--- src/rtl/cr_pkg.sv ---
package cr_pkg;
  localparam int unsigned IDX_STAT       = 0;
  localparam int unsigned IDX_COND       = 1;
  localparam int unsigned IDX_ISP        = 2;
  localparam int unsigned IDX_USP        = 3;
  localparam int unsigned IDX_SPARE_BASE = 4;
  localparam int unsigned SPARE_CNT      = 2;
  localparam int unsigned IDX_BPC        = 6;
  localparam int unsigned IDX_BBPC       = 7;
  localparam int unsigned IDX_BBSTAT     = 8;
  localparam int unsigned IDX_LAST       = 8;
  localparam int unsigned MODE_BIT       = 7;

  // Only the bits that a read can observe are kept.
  typedef struct packed {
    logic b7;
    logic b6;
    logic b0;
  } byte_c1_t;

  typedef struct packed {
    logic mode;
    logic b6;
  } stat_hi_t;
endpackage

--- src/rtl/cr_status.sv ---
module cr_status
  import cr_pkg::*;
(
  input  logic        clk_i,
  input  logic        rst_ni,
  input  logic        wr_stat_i,
  input  logic        wr_cond_i,
  input  logic        wr_bbstat_i,
  input  byte_c1_t    bstat_d_i,
  input  stat_hi_t    stat_d_i,
  input  logic        cond_d_i,
  input  byte_c1_t    bbstat_d_i,
  output logic [15:0] stat_rd_o,
  output logic [7:0]  bbstat_rd_o,
  output logic        cond_o,
  output logic        mode_o,
  output logic        swap_o
);
  byte_c1_t bstat_q, bbstat_q;
  stat_hi_t stat_q;
  logic     cond_q;

  always_ff @(posedge clk_i or negedge rst_ni) begin
    if (!rst_ni) begin
      bstat_q  <= '0;
      bbstat_q <= '0;
      stat_q   <= '0;
      cond_q   <= 1'b0;
    end else begin
      if (wr_stat_i) begin
        bstat_q <= bstat_d_i;
        stat_q  <= stat_d_i;
      end
      if (wr_stat_i || wr_cond_i) cond_q <= cond_d_i;
      if (wr_bbstat_i) bbstat_q <= bbstat_d_i;
    end
  end

  assign stat_rd_o   = {bstat_q.b7, bstat_q.b6, 5'b0, bstat_q.b0,
                        stat_q.mode, stat_q.b6, 5'b0, cond_q};
  assign bbstat_rd_o = {bbstat_q.b7, bbstat_q.b6, 5'b0, bbstat_q.b0};
  assign cond_o      = cond_q;
  assign mode_o      = stat_q.mode;
  assign swap_o      = wr_stat_i && (stat_d_i.mode != stat_q.mode);

  assert_cond_copy_R3: assert property (@(posedge clk_i) disable iff (!rst_ni)
    (wr_stat_i || wr_cond_i) |=> cond_o == $past(cond_d_i));
  assert_mode_copy_R3: assert property (@(posedge clk_i) disable iff (!rst_ni)
    wr_stat_i |=> mode_o == $past(stat_d_i.mode));
  assert_cond_hold_R4: assert property (@(posedge clk_i) disable iff (!rst_ni)
    (!wr_stat_i && !wr_cond_i) |=> $stable(cond_o));
  assert_mode_hold_R3: assert property (@(posedge clk_i) disable iff (!rst_ni)
    !wr_stat_i |=> $stable(mode_o));
endmodule

--- src/rtl/cr_sp_bank.sv ---
module cr_sp_bank #(
  parameter int unsigned DW = 32
) (
  input  logic          clk_i,
  input  logic          rst_ni,
  input  logic          mode_i,
  input  logic          swap_i,
  input  logic          wr_isp_i,
  input  logic          wr_usp_i,
  input  logic [DW-1:0] wr_data_i,
  input  logic          ext_we_i,
  input  logic [DW-1:0] ext_data_i,
  output logic [DW-1:0] sp_o,
  output logic [DW-1:0] isp_rd_o,
  output logic [DW-1:0] usp_rd_o
);
  logic [DW-1:0] sp_q, isp_q, usp_q;
  logic [DW-1:0] sp_d, isp_d, usp_d;

  always_comb begin
    sp_d  = sp_q;
    isp_d = isp_q;
    usp_d = usp_q;
    if (swap_i) begin
      if (!mode_i) begin
        isp_d = sp_q;
        sp_d  = usp_q;
      end else begin
        usp_d = sp_q;
        sp_d  = isp_q;
      end
    end else begin
      if (ext_we_i) sp_d = ext_data_i;
      // Control-port writes come later and override the direct write.
      if (wr_isp_i) begin
        if (mode_i) isp_d = wr_data_i;
        else        sp_d  = wr_data_i;
      end
      if (wr_usp_i) begin
        if (mode_i) sp_d  = wr_data_i;
        else        usp_d = wr_data_i;
      end
    end
  end

  always_ff @(posedge clk_i or negedge rst_ni) begin
    if (!rst_ni) begin
      sp_q  <= '0;
      isp_q <= '0;
      usp_q <= '0;
    end else begin
      sp_q  <= sp_d;
      isp_q <= isp_d;
      usp_q <= usp_d;
    end
  end

  assign sp_o     = sp_q;
  assign isp_rd_o = mode_i ? isp_q : sp_q;
  assign usp_rd_o = mode_i ? sp_q  : usp_q;

  assert_swap_up_R5: assert property (@(posedge clk_i) disable iff (!rst_ni)
    (swap_i && !mode_i) |=> (isp_q == $past(sp_q)) && (sp_q == $past(usp_q)));
  assert_swap_down_R6: assert property (@(posedge clk_i) disable iff (!rst_ni)
    (swap_i && mode_i) |=> (usp_q == $past(sp_q)) && (sp_q == $past(isp_q)));
  assert_swap_wins_R12: assert property (@(posedge clk_i) disable iff (!rst_ni)
    (swap_i && ext_we_i) |=> sp_q == $past(mode_i ? isp_q : usp_q));
  assert_banks_hold_R7: assert property (@(posedge clk_i) disable iff (!rst_ni)
    (!swap_i && !wr_isp_i && !wr_usp_i) |=> $stable(isp_q) && $stable(usp_q));
  assert_ext_write_R13: assert property (@(posedge clk_i) disable iff (!rst_ni)
    (ext_we_i && !swap_i && !wr_isp_i && !wr_usp_i) |=> sp_o == $past(ext_data_i));
  assert_one_source_R7: assert property (@(posedge clk_i) disable iff (!rst_ni)
    $countones({swap_i, wr_isp_i, wr_usp_i}) <= 1);
endmodule

--- src/rtl/cr_plain_regs.sv ---
module cr_plain_regs
  import cr_pkg::*;
#(
  parameter int unsigned DW     = 32,
  parameter int unsigned IW     = 4,
  parameter int unsigned NSPARE = SPARE_CNT
) (
  input  logic                       clk_i,
  input  logic                       rst_ni,
  input  logic                       wr_en_i,
  input  logic [IW-1:0]              wr_idx_i,
  input  logic [DW-1:0]              wr_data_i,
  output logic [DW-1:0]              bpc_rd_o,
  output logic [DW-1:0]              bbpc_rd_o,
  output logic [NSPARE-1:0][DW-1:0]  spare_o
);
  // Bit 0 of the PCs is never visible, so it is not stored.
  logic [DW-1:1] bpc_q, bbpc_q;

  always_ff @(posedge clk_i or negedge rst_ni) begin
    if (!rst_ni) begin
      bpc_q  <= '0;
      bbpc_q <= '0;
    end else if (wr_en_i) begin
      if (wr_idx_i == IW'(IDX_BPC))  bpc_q  <= wr_data_i[DW-1:1];
      if (wr_idx_i == IW'(IDX_BBPC)) bbpc_q <= wr_data_i[DW-1:1];
    end
  end

  assign bpc_rd_o  = {bpc_q, 1'b0};
  assign bbpc_rd_o = {bbpc_q, 1'b0};

  for (genvar g = 0; g < NSPARE; g++) begin : g_spare
    logic [DW-1:0] q;
    always_ff @(posedge clk_i or negedge rst_ni) begin
      if (!rst_ni) q <= '0;
      else if (wr_en_i && wr_idx_i == IW'(IDX_SPARE_BASE + g)) q <= wr_data_i;
    end
    assign spare_o[g] = q;
  end
endmodule

--- src/rtl/cr_read_mux.sv ---
module cr_read_mux
  import cr_pkg::*;
#(
  parameter int unsigned DW     = 32,
  parameter int unsigned IW     = 4,
  parameter int unsigned NSPARE = SPARE_CNT
) (
  input  logic [IW-1:0]             rd_idx_i,
  input  logic [15:0]               stat_rd_i,
  input  logic                      cond_i,
  input  logic [DW-1:0]             isp_rd_i,
  input  logic [DW-1:0]             usp_rd_i,
  input  logic [NSPARE-1:0][DW-1:0] spare_i,
  input  logic [DW-1:0]             bpc_rd_i,
  input  logic [DW-1:0]             bbpc_rd_i,
  input  logic [7:0]                bbstat_rd_i,
  output logic [DW-1:0]             rd_data_o
);
  always_comb begin
    rd_data_o = '0;
    if (rd_idx_i == IW'(IDX_STAT))   rd_data_o = DW'(stat_rd_i);
    if (rd_idx_i == IW'(IDX_COND))   rd_data_o = DW'(cond_i);
    if (rd_idx_i == IW'(IDX_ISP))    rd_data_o = isp_rd_i;
    if (rd_idx_i == IW'(IDX_USP))    rd_data_o = usp_rd_i;
    if (rd_idx_i == IW'(IDX_BPC))    rd_data_o = bpc_rd_i;
    if (rd_idx_i == IW'(IDX_BBPC))   rd_data_o = bbpc_rd_i;
    if (rd_idx_i == IW'(IDX_BBSTAT)) rd_data_o = DW'(bbstat_rd_i);
    for (int k = 0; k < int'(NSPARE); k++) begin
      if (rd_idx_i == IW'(IDX_SPARE_BASE + k)) rd_data_o = spare_i[k];
    end
  end
endmodule

--- src/rtl/cr_file.sv ---
module cr_file
  import cr_pkg::*;
#(
  parameter int unsigned DW = 32,
  parameter int unsigned IW = 4
) (
  input  logic          clk_i,
  input  logic          rst_ni,
  input  logic [IW-1:0] rd_idx_i,
  output logic [DW-1:0] rd_data_o,
  input  logic          wr_en_i,
  input  logic [IW-1:0] wr_idx_i,
  input  logic [DW-1:0] wr_data_i,
  input  logic          sp_we_i,
  input  logic [DW-1:0] sp_wdata_i,
  output logic [DW-1:0] sp_o,
  output logic          stack_mode_o
);
  localparam int unsigned NSPARE = SPARE_CNT;

  logic wr_stat, wr_cond, wr_isp, wr_usp, wr_bbstat;
  logic [15:0] stat_rd;
  logic [7:0]  bbstat_rd;
  logic        cond, mode, swap;
  logic [DW-1:0] isp_rd, usp_rd, bpc_rd, bbpc_rd;
  logic [NSPARE-1:0][DW-1:0] spare;

  assign wr_stat   = wr_en_i && (wr_idx_i == IW'(IDX_STAT));
  assign wr_cond   = wr_en_i && (wr_idx_i == IW'(IDX_COND));
  assign wr_isp    = wr_en_i && (wr_idx_i == IW'(IDX_ISP));
  assign wr_usp    = wr_en_i && (wr_idx_i == IW'(IDX_USP));
  assign wr_bbstat = wr_en_i && (wr_idx_i == IW'(IDX_BBSTAT));

  cr_status u_status (
    .clk_i       (clk_i),
    .rst_ni      (rst_ni),
    .wr_stat_i   (wr_stat),
    .wr_cond_i   (wr_cond),
    .wr_bbstat_i (wr_bbstat),
    .bstat_d_i   ('{b7: wr_data_i[15], b6: wr_data_i[14], b0: wr_data_i[8]}),
    .stat_d_i    ('{mode: wr_data_i[MODE_BIT], b6: wr_data_i[6]}),
    .cond_d_i    (wr_data_i[0]),
    .bbstat_d_i  ('{b7: wr_data_i[7], b6: wr_data_i[6], b0: wr_data_i[0]}),
    .stat_rd_o   (stat_rd),
    .bbstat_rd_o (bbstat_rd),
    .cond_o      (cond),
    .mode_o      (mode),
    .swap_o      (swap)
  );

  cr_sp_bank #(.DW(DW)) u_sp_bank (
    .clk_i      (clk_i),
    .rst_ni     (rst_ni),
    .mode_i     (mode),
    .swap_i     (swap),
    .wr_isp_i   (wr_isp),
    .wr_usp_i   (wr_usp),
    .wr_data_i  (wr_data_i),
    .ext_we_i   (sp_we_i),
    .ext_data_i (sp_wdata_i),
    .sp_o       (sp_o),
    .isp_rd_o   (isp_rd),
    .usp_rd_o   (usp_rd)
  );

  cr_plain_regs #(.DW(DW), .IW(IW), .NSPARE(NSPARE)) u_plain (
    .clk_i     (clk_i),
    .rst_ni    (rst_ni),
    .wr_en_i   (wr_en_i),
    .wr_idx_i  (wr_idx_i),
    .wr_data_i (wr_data_i),
    .bpc_rd_o  (bpc_rd),
    .bbpc_rd_o (bbpc_rd),
    .spare_o   (spare)
  );

  cr_read_mux #(.DW(DW), .IW(IW), .NSPARE(NSPARE)) u_rd_mux (
    .rd_idx_i    (rd_idx_i),
    .stat_rd_i   (stat_rd),
    .cond_i      (cond),
    .isp_rd_i    (isp_rd),
    .usp_rd_i    (usp_rd),
    .spare_i     (spare),
    .bpc_rd_i    (bpc_rd),
    .bbpc_rd_i   (bbpc_rd),
    .bbstat_rd_i (bbstat_rd),
    .rd_data_o   (rd_data_o)
  );

  assign stack_mode_o = mode;

  assert_pc_even_R9: assert property (@(posedge clk_i) disable iff (!rst_ni)
    (rd_idx_i == IW'(IDX_BPC) || rd_idx_i == IW'(IDX_BBPC)) |-> !rd_data_o[0]);
  assert_undef_zero_R11: assert property (@(posedge clk_i) disable iff (!rst_ni)
    (rd_idx_i > IW'(IDX_LAST)) |-> rd_data_o == '0);
  assert_undef_write_R11: assert property (@(posedge clk_i) disable iff (!rst_ni)
    (wr_en_i && wr_idx_i > IW'(IDX_LAST) && !sp_we_i) |=> $stable(sp_o) && $stable(stack_mode_o));
  assert_status_upper_zero_R2: assert property (@(posedge clk_i) disable iff (!rst_ni)
    (rd_idx_i == IW'(IDX_STAT)) |-> rd_data_o[DW-1:16] == '0);
endmodule

--- config.mk ---
export PLATFORM = sky130hd
export DESIGN_NAME = cr_file
export DESIGN_NICKNAME = d
export VERILOG_FILES = /design/src/rtl/cr_pkg.sv /design/src/rtl/cr_status.sv /design/src/rtl/cr_sp_bank.sv /design/src/rtl/cr_plain_regs.sv /design/src/rtl/cr_read_mux.sv /design/src/rtl/cr_file.sv
export SDC_FILE = /design/constraint.sdc
export NUM_CORES = 1
export LEC_CHECK = 0
export CAP_MARGIN = 20
export CORE_MARGIN = 2
export CORE_UTILIZATION = 35
export CTS_BUF_LIST = sky130_fd_sc_hd__clkbuf_4
export DETAILED_ROUTE_END_ITERATION = 8
export DONT_BUFFER_PORTS = 1
export PLACE_DENSITY = 0.58
export SETUP_SLACK_MARGIN = 0.1
export SYNTH_ARGS = -nofsm -noshare
export SYNTH_HDL_FRONTEND = slang
export SYNTH_SLANG_ARGS = --single-unit
--- constraint.sdc ---
create_clock -name clk_i -period 2.6 [get_ports clk_i]
set_input_delay 0.13 -clock clk_i [delete_from_list [all_inputs] [get_ports clk_i]]
set_output_delay 0.13 -clock clk_i [all_outputs]
set_load 0.02 [all_outputs]
==> flow_summary_export.csv, run 1 <==
group,metric,value,unit
clock_tree,insertion_delay,0.69,ns
setup_path,end_kind,"output port",
run_status,failed_checks,"hold timing, setup timing",
route,drc,0,
final_layout,regArea,5780,µm²
setup_path,worstPathRequired,2.47,ns
final_layout,multi_input_area,6600,µm²
setup_path,path_class,"reg -> out",
sta,max_freq,376,MHz
final_layout,area_growth,27.7,%
route,dr.pass1.iters,7,
synthesis,ys.flop_type,"dfrtp_1",
grt,grt_pass1_wl,62400,µm
synthesis,yosysSeqAreaShare,46.2,%
sta,setup_viol,13,
run_status,status,"complete, but fails checks",
sta,finalWorstSetupSlack,-0.0607,ns
synthesis,yosysTopAreaCell,"dfrtp_1",
route,antenna_left,0,
die,rows,69,
sta,grt_setup_unrepaired,"true",
synthesis,synthCells,1166,
clock_tree,cts_tree,"yes",
grt,antenna_found_initial,1,
grt,gr-total-overflow,0,
final_layout,stdcell_count,1839,
final_layout,final_area,16000,µm²
die,die_w,193,µm
clock_tree,postCtsHoldBufs,105,
die,core_area,35400,µm²
sta,slew_headroom,32.0,%
pwr,ir_drop,0.471,mV
route,drt-total-wl,41000,µm
die,die_h,193,µm
setup_path,start_kind,"flop",
synthesis,synth_edf_count,0,
clock_tree,numClockSinks,231,
grt,grt_max_degree,232,
route,drt_iter0_drc,663,
synthesis,yosys_warnings,0,
grt,grt_pass1_vias,10600,
placed_design,dp.cells,1580,
pwr,p_leak,6.73,nW
route,viasPerCell,5.67,
synthesis,ys_ff_latch,231,
synthesis,ys_types,50,
grt,track_usage,22.2,%
min_path,min_path_type,"in -> async",
final_layout,final_util,45.1,%
placed_design,place_hpwl,23800,µm
pwr,power.density,771,nW/µm²
sta,hold_slack,-0.859,ns
die,die-area,37300,µm²
die,pin_count,141,
synthesis,syn_area,12500,µm²
clock_tree,clk_pin_slew,0.07,ns
clock_tree,cts_max_level,3,
sta,min_period,2.66,ns
sta,finalHoldViolCount,231,
final_layout,drive_gt1_share,33.4,%
sta,skew,0.0537,ns
route,wl_per_cell,22.3,µm
sta,slew_violations,0,
synthesis,yosysTopAreaCellShare,46.2,%
setup_path,cp_max_fo,8,
run,maxCapViolCount,0,
setup_path,reg2regPathDepth,8,
clock_tree,root_buffer,"clkbuf_4",
synthesis,synth_fp_nets,1242,
placed_design,placedInstanceArea,13100,µm²
placed_design,dp_slack,0.294,ns
clock_tree,numCtsBuffers,68,
setup_path,critical_path_arrival,2.53,ns
sta,tightestPinTransition,1.02,ns
clock_tree,clockBufferDepth,3,
synthesis,async_flop_share,100,%
die,initial_utilization,35.3,%
sta,period_share,102,%
placed_design,io_buffer_count,0,
synthesis,synth.avg_cell_area,10.7,µm²
synthesis,synth_area_leaders,"dfrtp_1 46%, mux2_2 16%, mux2i_1 5.1%, a211oi_1 4.0%, nor2_1 3.8%",
final_layout,fin_nets,1413,
placed_design,place_congestion,0.782,
route,via_count,10400,
final_layout,fill_cells,3352,
## final timing paths
kind | startpoint | to | slack (ns)
setup / recovery | u_status.mode_o$_DFFE_PN0P_ | rd_data_o[9] | -0.06
hold / removal | rst_ni | u_sp_bank.sp_o[6]$_DFF_PN0_ | -0.86
setup reg to reg | u_status.mode_o$_DFFE_PN0P_ | u_sp_bank.isp_q[10]$_DFFE_PN0P_ | 0.26
hold reg to reg | u_plain.bpc_q[24]$_DFFE_PN0P_ | u_plain.bpc_q[24]$_DFFE_PN0P_ | 0.50
max in group asynchronous | rst_ni | u_plain.g_spare[0].q[26]$_DFFE_PN0P_ | 3.13
min in group clk_i | wr_idx_i[1] | u_plain.g_spare[1].q[31]$_DFFE_PN0P_ | 0.09
## state kept, by name, summed over array words and instances (netlist names), 3 cells and up
name	cells
u_plain.bbpc_q	31
u_plain.bpc_q	31
u_plain.g_spare.q	64
u_sp_bank.isp_q	32
u_sp_bank.sp_o	32
u_sp_bank.usp_q	32
u_status.bbstat_rd_o	3
u_status.stat_rd_o	4
## timing repair
action | in CTS | in global routing
resized for setup | 87 | 8
pin swaps | 30 | 12
setup endpoints to repair | 32 | 32
cloned | 5 | 3
buffers inserted | 32 | 4
endpoints found under the hold margin | 462 | 231
## cell usage in the layout, fill, tap and decap left out, types with 4 or more instances in the layout
master	count
mux4_2	19
o21ai_1	8
nand2_1	88
buf_4	67
clkinv_1	10
mux2_2	177
bufinv_16	5
nand3_1	4
nand2_4	9
a22oi_1	27
clkbuf_4	92
nor2b_1	7
dlygate4sd3_1	105
a31oi_1	34
a211oi_1	66
a22o_1	10
buf_6	7
dfrtp_1	230
o22ai_1	32
o21ai_0	15
nor2_4	4
a21oi_1	40
nor2_1	124
mux2i_1	63
a221oi_2	10
nand2_2	15
buf_12	12
and2_1	31
## cells by family (layout without fill, tap and decap cells)
group                     after synthesis  count (layout)  share of synthesized area, %
AOI/OAI and AO/OA                     263             263                          14.2
xor gates and xnor gates                1               1                        0.0701
buffers and inverters                 101             311                          3.82
DFF                                   231             231                          46.2
muxes                                 262             262                          24.7
other                                   0               2                             0
and+or+nand+nor                       308             308                          11.0
## power by group
part           internal, mW  switching (mW)
Combinational          1.96            1.40
Sequential             4.47           0.750
Clock                  2.12            1.60
## per-stage QoR
step,power (mW),hold WS (ns),TNS (ns)
after CTS,12.3,-0.927,-1.94
final,12.3,-0.859,-0.367
after floorplan,7.21,-0.166,0
after detailed placement,7.82,-0.144,0
after global routing,13.0,-0.924,-3.18
after global placement,7.70,-0.142,0
## Yosys cell counts, types with 22 or more instances
cell type and instances:
o21ai_0 22, a22oi_1 29, a211oi_1 67, nor2_1 126
a21oi_1 40, nand2_1 111, and2_1 31, dfrtp_1 231
mux2_2 179, mux2i_1 64, buf_2 45, o22ai_1 32
a31oi_1 34, clkbuf_1 40
## critical path, stage by stage (launching register included)
cell and delay (ns):
dfrtp_4 0.51, buf_6 0.14, buf_6 0.12, buf_12 0.13, mux2_4 0.29, mux4_2 0.47
nand2_2 0.10, nand2_4 0.08
## cell type report
cell class,instances,area share (%)
flip-flops and latches,231,36.2
multi-input cells,834,41.3
repair buffers,200,13.2
inverters,2,0.0470
clock inverters,17,1.25
diodes,2,0.0314
clock buffers,92,4.33
well taps,461,3.61
## per-layer routing
metal	part of all wire, %	global-route usage (%)	up-vias
met5	0	0	-
met4	3.2	9.29	0
met3	6.4	4.42	97
met2	48	36.0	392
met1	43	29.1	5272
li1	-	-	4660
No activity file was read; power rests on OpenSTA's default activity.
==> run 2, diff against run 1 <==
--- a/config.mk
+++ b/config.mk
@@ -12,6 +12,7 @@
 export DETAILED_ROUTE_END_ITERATION = 8
 export DONT_BUFFER_PORTS = 1
 export PLACE_DENSITY = 0.58
+export RECOVER_POWER = 50
 export SETUP_SLACK_MARGIN = 0.1
 export SYNTH_ARGS = -nofsm -noshare
 export SYNTH_HDL_FRONTEND = slang
==> flow_summary_export.csv, run 2 (synthesis results as in run 1) <==
group,metric,value,unit
run_status,status,"complete, but fails checks",
run_status,failed_checks,"hold timing, setup timing",
route,drt_iter0_drc,660,
final_layout,fill_cells,3354,
placed_design,place_hpwl,23800,µm
sta,slew_headroom,27.0,%
placed_design,placedInstanceArea,13100,µm²
setup_path,critical_path_arrival,2.53,ns
final_layout,drive_gt1_share,33.3,%
grt,grt_pass1_wl,62400,µm
final_layout,largest_register_ffs,64,
sta,grt_setup_unrepaired,"true",
route,drt-total-wl,41000,µm
sta,hold_slack,-0.859,ns
clock_tree,cts_tree,"yes",
sta,min_period,2.66,ns
die,pin_count,141,
sta,setup_viol,14,
setup_path,start_kind,"flop",
setup_path,end_kind,"output port",
setup_path,cp_max_fo,8,
sta,period_share,102,%
clock_tree,cts_max_level,3,
clock_tree,numClockSinks,231,
pwr,ir_drop,0.471,mV
final_layout,layout_common_cells,"230 x dfrtp_1, 177 x mux2_2, 124 x nor2_1",
die,core_area,35400,µm²
route,wl_per_cell,22.3,µm
die,die_w,193,µm
final_layout,final_area,16000,µm²
placed_design,place_congestion,0.782,
final_layout,regMostFlops,"u_plain.g_spare.q",
grt,grt_max_degree,232,
pwr,power.density,771,nW/µm²
sta,tightestPinTransition,1.09,ns
grt,antenna_found_initial,1,
clock_tree,numCtsBuffers,68,
die,die_h,193,µm
clock_tree,clk_pin_slew,0.07,ns
min_path,min_path_type,"in -> async",
clock_tree,root_buffer,"clkbuf_4",
grt,track_usage,22.2,%
grt,grt_pass1_vias,10600,
die,die-area,37300,µm²
sta,slew_violations,0,
setup_path,path_class,"reg -> out",
sta,finalHoldViolCount,231,
pwr,p_leak,6.73,nW
route,drc,0,
die,rows,69,
sta,max_freq,376,MHz
clock_tree,insertion_delay,0.69,ns
run,maxCapViolCount,0,
grt,gr-total-overflow,0,
route,dr.pass1.iters,7,
clock_tree,postCtsHoldBufs,105,
route,via_count,10400,
clock_tree,clockBufferDepth,3,
placed_design,io_buffer_count,0,
route,viasPerCell,5.67,
final_layout,layout_commonest_cell,"dfrtp_1",
die,initial_utilization,35.3,%
pwr,total_power,12.3,mW
sta,skew,0.0538,ns
final_layout,fin_nets,1413,
route,antenna_left,0,
setup_path,worstPathRequired,2.47,ns
sta,finalWorstSetupSlack,-0.0609,ns
final_layout,area_growth,27.6,%
## run 2: cell counts in the layout (fill, tap and decap cells not counted)
No cell type changed its count.
## run 2: what timing repair did
item | CTS | global route
gates resized for setup | 87 | 8
endpoints found under the setup margin | 32 | 32
gates cloned | 5 | 3
buffers inserted | 32 | 4
hold endpoints to repair | 462 | 231
pin swaps | 30 | 12
## run 2: final cells by class
cell class | instances | area (µm²) | share of cell area (%)
diodes | 2 | 5.00 | 0.0314
repair buffers | 200 | 2100 | 13.2
clock inverters | 17 | 199 | 1.25
multi-input cells | 834 | 6590 | 41.3
flip-flops and latches | 231 | 5780 | 36.3
clock buffers | 92 | 691 | 4.33
inverters | 2 | 7.51 | 0.0471
well taps | 461 | 577 | 3.62
## run 2: worst max-delay path, cell delays in order, from the launching register on
cell and delay, ns:
dfrtp_4 0.51, buf_6 0.14, buf_6 0.12, buf_12 0.13, mux2_4 0.29, mux4_2 0.47, nand2_2 0.10, nand2_4 0.08
## run 2: layer usage
layer  up-vias  track usage, %  wire length, µm
met5         -               0                0
met4         0            9.29             1320
met3        97            4.42             2580
met2       399            36.0            19600
met1      5274            29.1            17500
li1       4659               -                -
## run 2: path summary, 6_finish.rpt
path	end	startpoint	cells past startpoint	slack [ns]
setup / recovery	rd_data_o[9]	u_status.mode_o$_DFFE_PN0P_	7	-0.06
hold / removal	u_sp_bank.sp_o[6]$_DFF_PN0_	rst_ni	0	-0.86
setup reg to reg	u_sp_bank.usp_q[3]$_DFFE_PN0P_	u_status.mode_o$_DFFE_PN0P_	10	0.26
hold reg to reg	u_plain.bpc_q[24]$_DFFE_PN0P_	u_plain.bpc_q[24]$_DFFE_PN0P_	1	0.50
max in group asynchronous	u_plain.g_spare[0].q[26]$_DFFE_PN0P_	rst_ni	0	3.13
min in group clk_i	u_plain.g_spare[1].q[31]$_DFFE_PN0P_	wr_idx_i[1]	3	0.09
## run 2: where the power goes
group / total [mW] / internal (mW) / switching, mW
registers: 5.22 / 4.47 / 0.750
clock network: 3.72 / 2.12 / 1.60
logic: 3.36 / 1.96 / 1.40
total: 12.3 / 8.55 / 3.75
## run 2: through the flow
stage / hold slack (ns) / setup slack, ns / utilization (%) / setup TNS (ns) / instances
global route: -0.924 / -0.178 / 45.1 / -3.18 / 1838
global placement: -0.142 / 0.348 / 37.1 / 0 / 1580
detailed placement: -0.144 / 0.294 / 37.1 / 0 / 1580
floorplan: -0.166 / 0.519 / - / 0 / 1166
CTS: -0.927 / -0.136 / 44.7 / -1.94 / 1831
finish: -0.859 / -0.0609 / 45.1 / -0.381 / 1839
==> run 3, diff against run 2 <==
==> constraint.sdc (replaced) <==
create_clock -name clk_i -period 2.6 [get_ports clk_i]
set_input_delay 0.13 -clock clk_i [delete_from_list [all_inputs] [get_ports clk_i]]
set_output_delay 0.13 -clock clk_i [all_outputs]
set_load 0.005 [all_outputs]
==> flow_summary_export.csv, run 3 (synthesis results as in run 1) <==
group,metric,value,unit
setup_path,reg2reg_from,"u_status.mode_o$_DFFE_PN0P_",
die,initial_utilization,35.3,%
clock_tree,cts_tree,"yes",
placed_design,dp.cells,1572,
grt,track_usage,22.4,%
sta,max_freq,380,MHz
grt,grt_max_degree,232,
route,via_count,10300,
die,die_w,193,µm
pwr,clock_power_share,29.9,%
route,antenna_left,0,
final_layout,drive_gt1_share,32.8,%
sta,hold_slack,-0.861,ns
setup_path,end_kind,"output port",
final_layout,layout_commonest_cell,"dfrtp_1",
run,maxCapViolCount,0,
final_layout,layout_common_cells,"230 x dfrtp_1, 178 x mux2_2, 123 x nor2_1",
final_layout,largest_register_ffs,64,
clock_tree,numCtsBuffers,69,
final_layout,multi_input_area,6510,µm²
die,pin_count,141,
placed_design,place_congestion,0.782,
final_layout,regArea,5780,µm²
final_layout,stdcell_count,1825,
die,rows,69,
clock_tree,insertion_delay,0.72,ns
pwr,power_frac_comb,26.3,%
sta,skew,0.0724,ns
final_layout,regMostFlops,"u_plain.g_spare.q",
sta,setup_viol,10,
clock_tree,postCtsHoldBufs,102,
final_layout,fin_nets,1397,
pwr,ir_drop,0.401,mV
pwr,p_leak,6.61,nW
setup_path,reg2regPathDepth,10,
sta,tightestPinTransition,1.39,ns
clock_tree,numClockSinks,231,
pwr,intPower,8.23,mW
setup_path,reg2reg_to,"u_sp_bank.sp_o[1]$_DFF_PN0_",
pwr,power.density,751,nW/µm²
placed_design,io_buffer_count,0,
die,core_area,35400,µm²
sta,finalWorstSetupSlack,-0.0329,ns
pwr,seqPwrFrac,43.9,%
grt,grt_pass1_vias,10500,
run_status,status,"complete, but fails checks",
sta,min_period,2.63,ns
setup_path,path_class,"reg -> out",
route,dr.pass1.iters,5,
clock_tree,root_buffer,"clkbuf_4",
run_status,failed_checks,"hold timing, setup timing",
final_layout,area_growth,25.4,%
clock_tree,clockBufferDepth,3,
route,drt-total-wl,41300,µm
pwr,switching_share,30.1,%
route,drt_iter0_drc,620,
route,wl_per_cell,22.6,µm
placed_design,place_hpwl,23800,µm
grt,gr-total-overflow,0,
final_layout,final_util,44.3,%
pwr,p_sw,3.54,mW
setup_path,critical_path_arrival,2.50,ns
setup_path,r2r_slack,0.23,ns
clock_tree,cts_max_level,3,
setup_path,cp_max_fo,5,
die,die-area,37300,µm²
clock_tree,clk_pin_slew,0.06,ns
sta,finalHoldViolCount,231,
min_path,min_path_type,"in -> async",
route,viasPerCell,5.65,
sta,slew_violations,0,
die,die_h,193,µm
grt,grt_pass1_wl,62700,µm
final_layout,fill_cells,3358,
setup_path,worstPathRequired,2.47,ns
pwr,total_power,11.8,mW
grt,antenna_found_initial,4,
sta,grt_setup_unrepaired,"true",
sta,period_share,101,%
route,drc,0,
sta,slew_headroom,6.89,%
setup_path,start_kind,"flop",
==> run 3: worst max-delay path by stage <==
stage          slack [ns]  cells after the start       endpoint                         from
5_1_grt             -0.13                      7   rd_data_o[4]  u_status.mode_o$_DFFE_PN0P_
2_1_floorplan        0.89                      6  rd_data_o[12]  u_status.mode_o$_DFFE_PN0P_
4_1_cts             -0.10                      7  rd_data_o[31]  u_status.mode_o$_DFFE_PN0P_
3_3_place_gp         0.34                      6  rd_data_o[11]  u_status.mode_o$_DFFE_PN0P_
6_report            -0.03                      7  rd_data_o[28]  u_status.mode_o$_DFFE_PN0P_
3_5_place_dp         0.35                      5  rd_data_o[22]  u_status.mode_o$_DFFE_PN0P_
==> run 3: layout make-up <==
cell class | instances | area share (%)
Antenna cell | 3 | 0.0479
Clock buffer | 99 | 4.74
Clock inverter | 12 | 0.686
Inverter | 2 | 0.0479
Multi-Input combinational cell | 834 | 41.5
Sequential cell | 231 | 36.9
Tap cell | 461 | 3.68
Timing Repair Buffer | 183 | 12.4
==> run 3: repair_timing <==
action	4_1_cts	5_1_grt
buffers inserted	26	7
pin swaps	25	14
gates cloned	3	1
endpoints found under the setup margin	32	64
gates resized for setup	59	24
endpoints found under the hold margin	462	231
==> run 3: power by group through the flow <==
| stage | sequential [mW] | clock, mW | combinational (mW) |
|---|---|---|---|
| 2_1_floorplan | 4.97 | 0 | 2.08 |
| 3_3_place_gp | 5.18 | 0 | 2.33 |
| 3_5_place_dp | 5.22 | 0 | 2.40 |
| 4_1_cts | 5.14 | 3.62 | 3.00 |
| 5_1_grt | 5.28 | 3.81 | 3.39 |
| 6_report | 5.16 | 3.52 | 3.09 |
==> run 3: metal layers <==
metal	GRT usage, %	vias to the layer above	wire length [µm]
met5	0	-	13
met4	8.77	2	1140
met3	4.69	82	2560
met2	37.4	353	20200
met1	28.5	5234	17400
li1	-	4638	-
==> run 3: critical path: stages (launching register included) <==
cell and delay [ns]:
dfrtp_4 0.49, buf_6 0.14, buf_8 0.13, mux2_4 0.29, a22o_1 0.21, a221oi_2 0.24, o21ai_1 0.12, buf_4 0.15
==> run 3: metrics by stage <==
| step | area, µm² | TNS (ns) | hold slack (ns) | worst slack, ns |
|---|---|---|---|---|
| floorplan | 12500 | 0 | -0.166 | 0.887 |
| global placement | 13100 | 0 | -0.151 | 0.343 |
| detailed placement | 13100 | 0 | -0.152 | 0.350 |
| CTS | 15500 | -1.08 | -0.954 | -0.102 |
| global route | 15700 | -2.09 | -0.912 | -0.133 |
| finish | 15700 | -0.200 | -0.861 | -0.0329 |
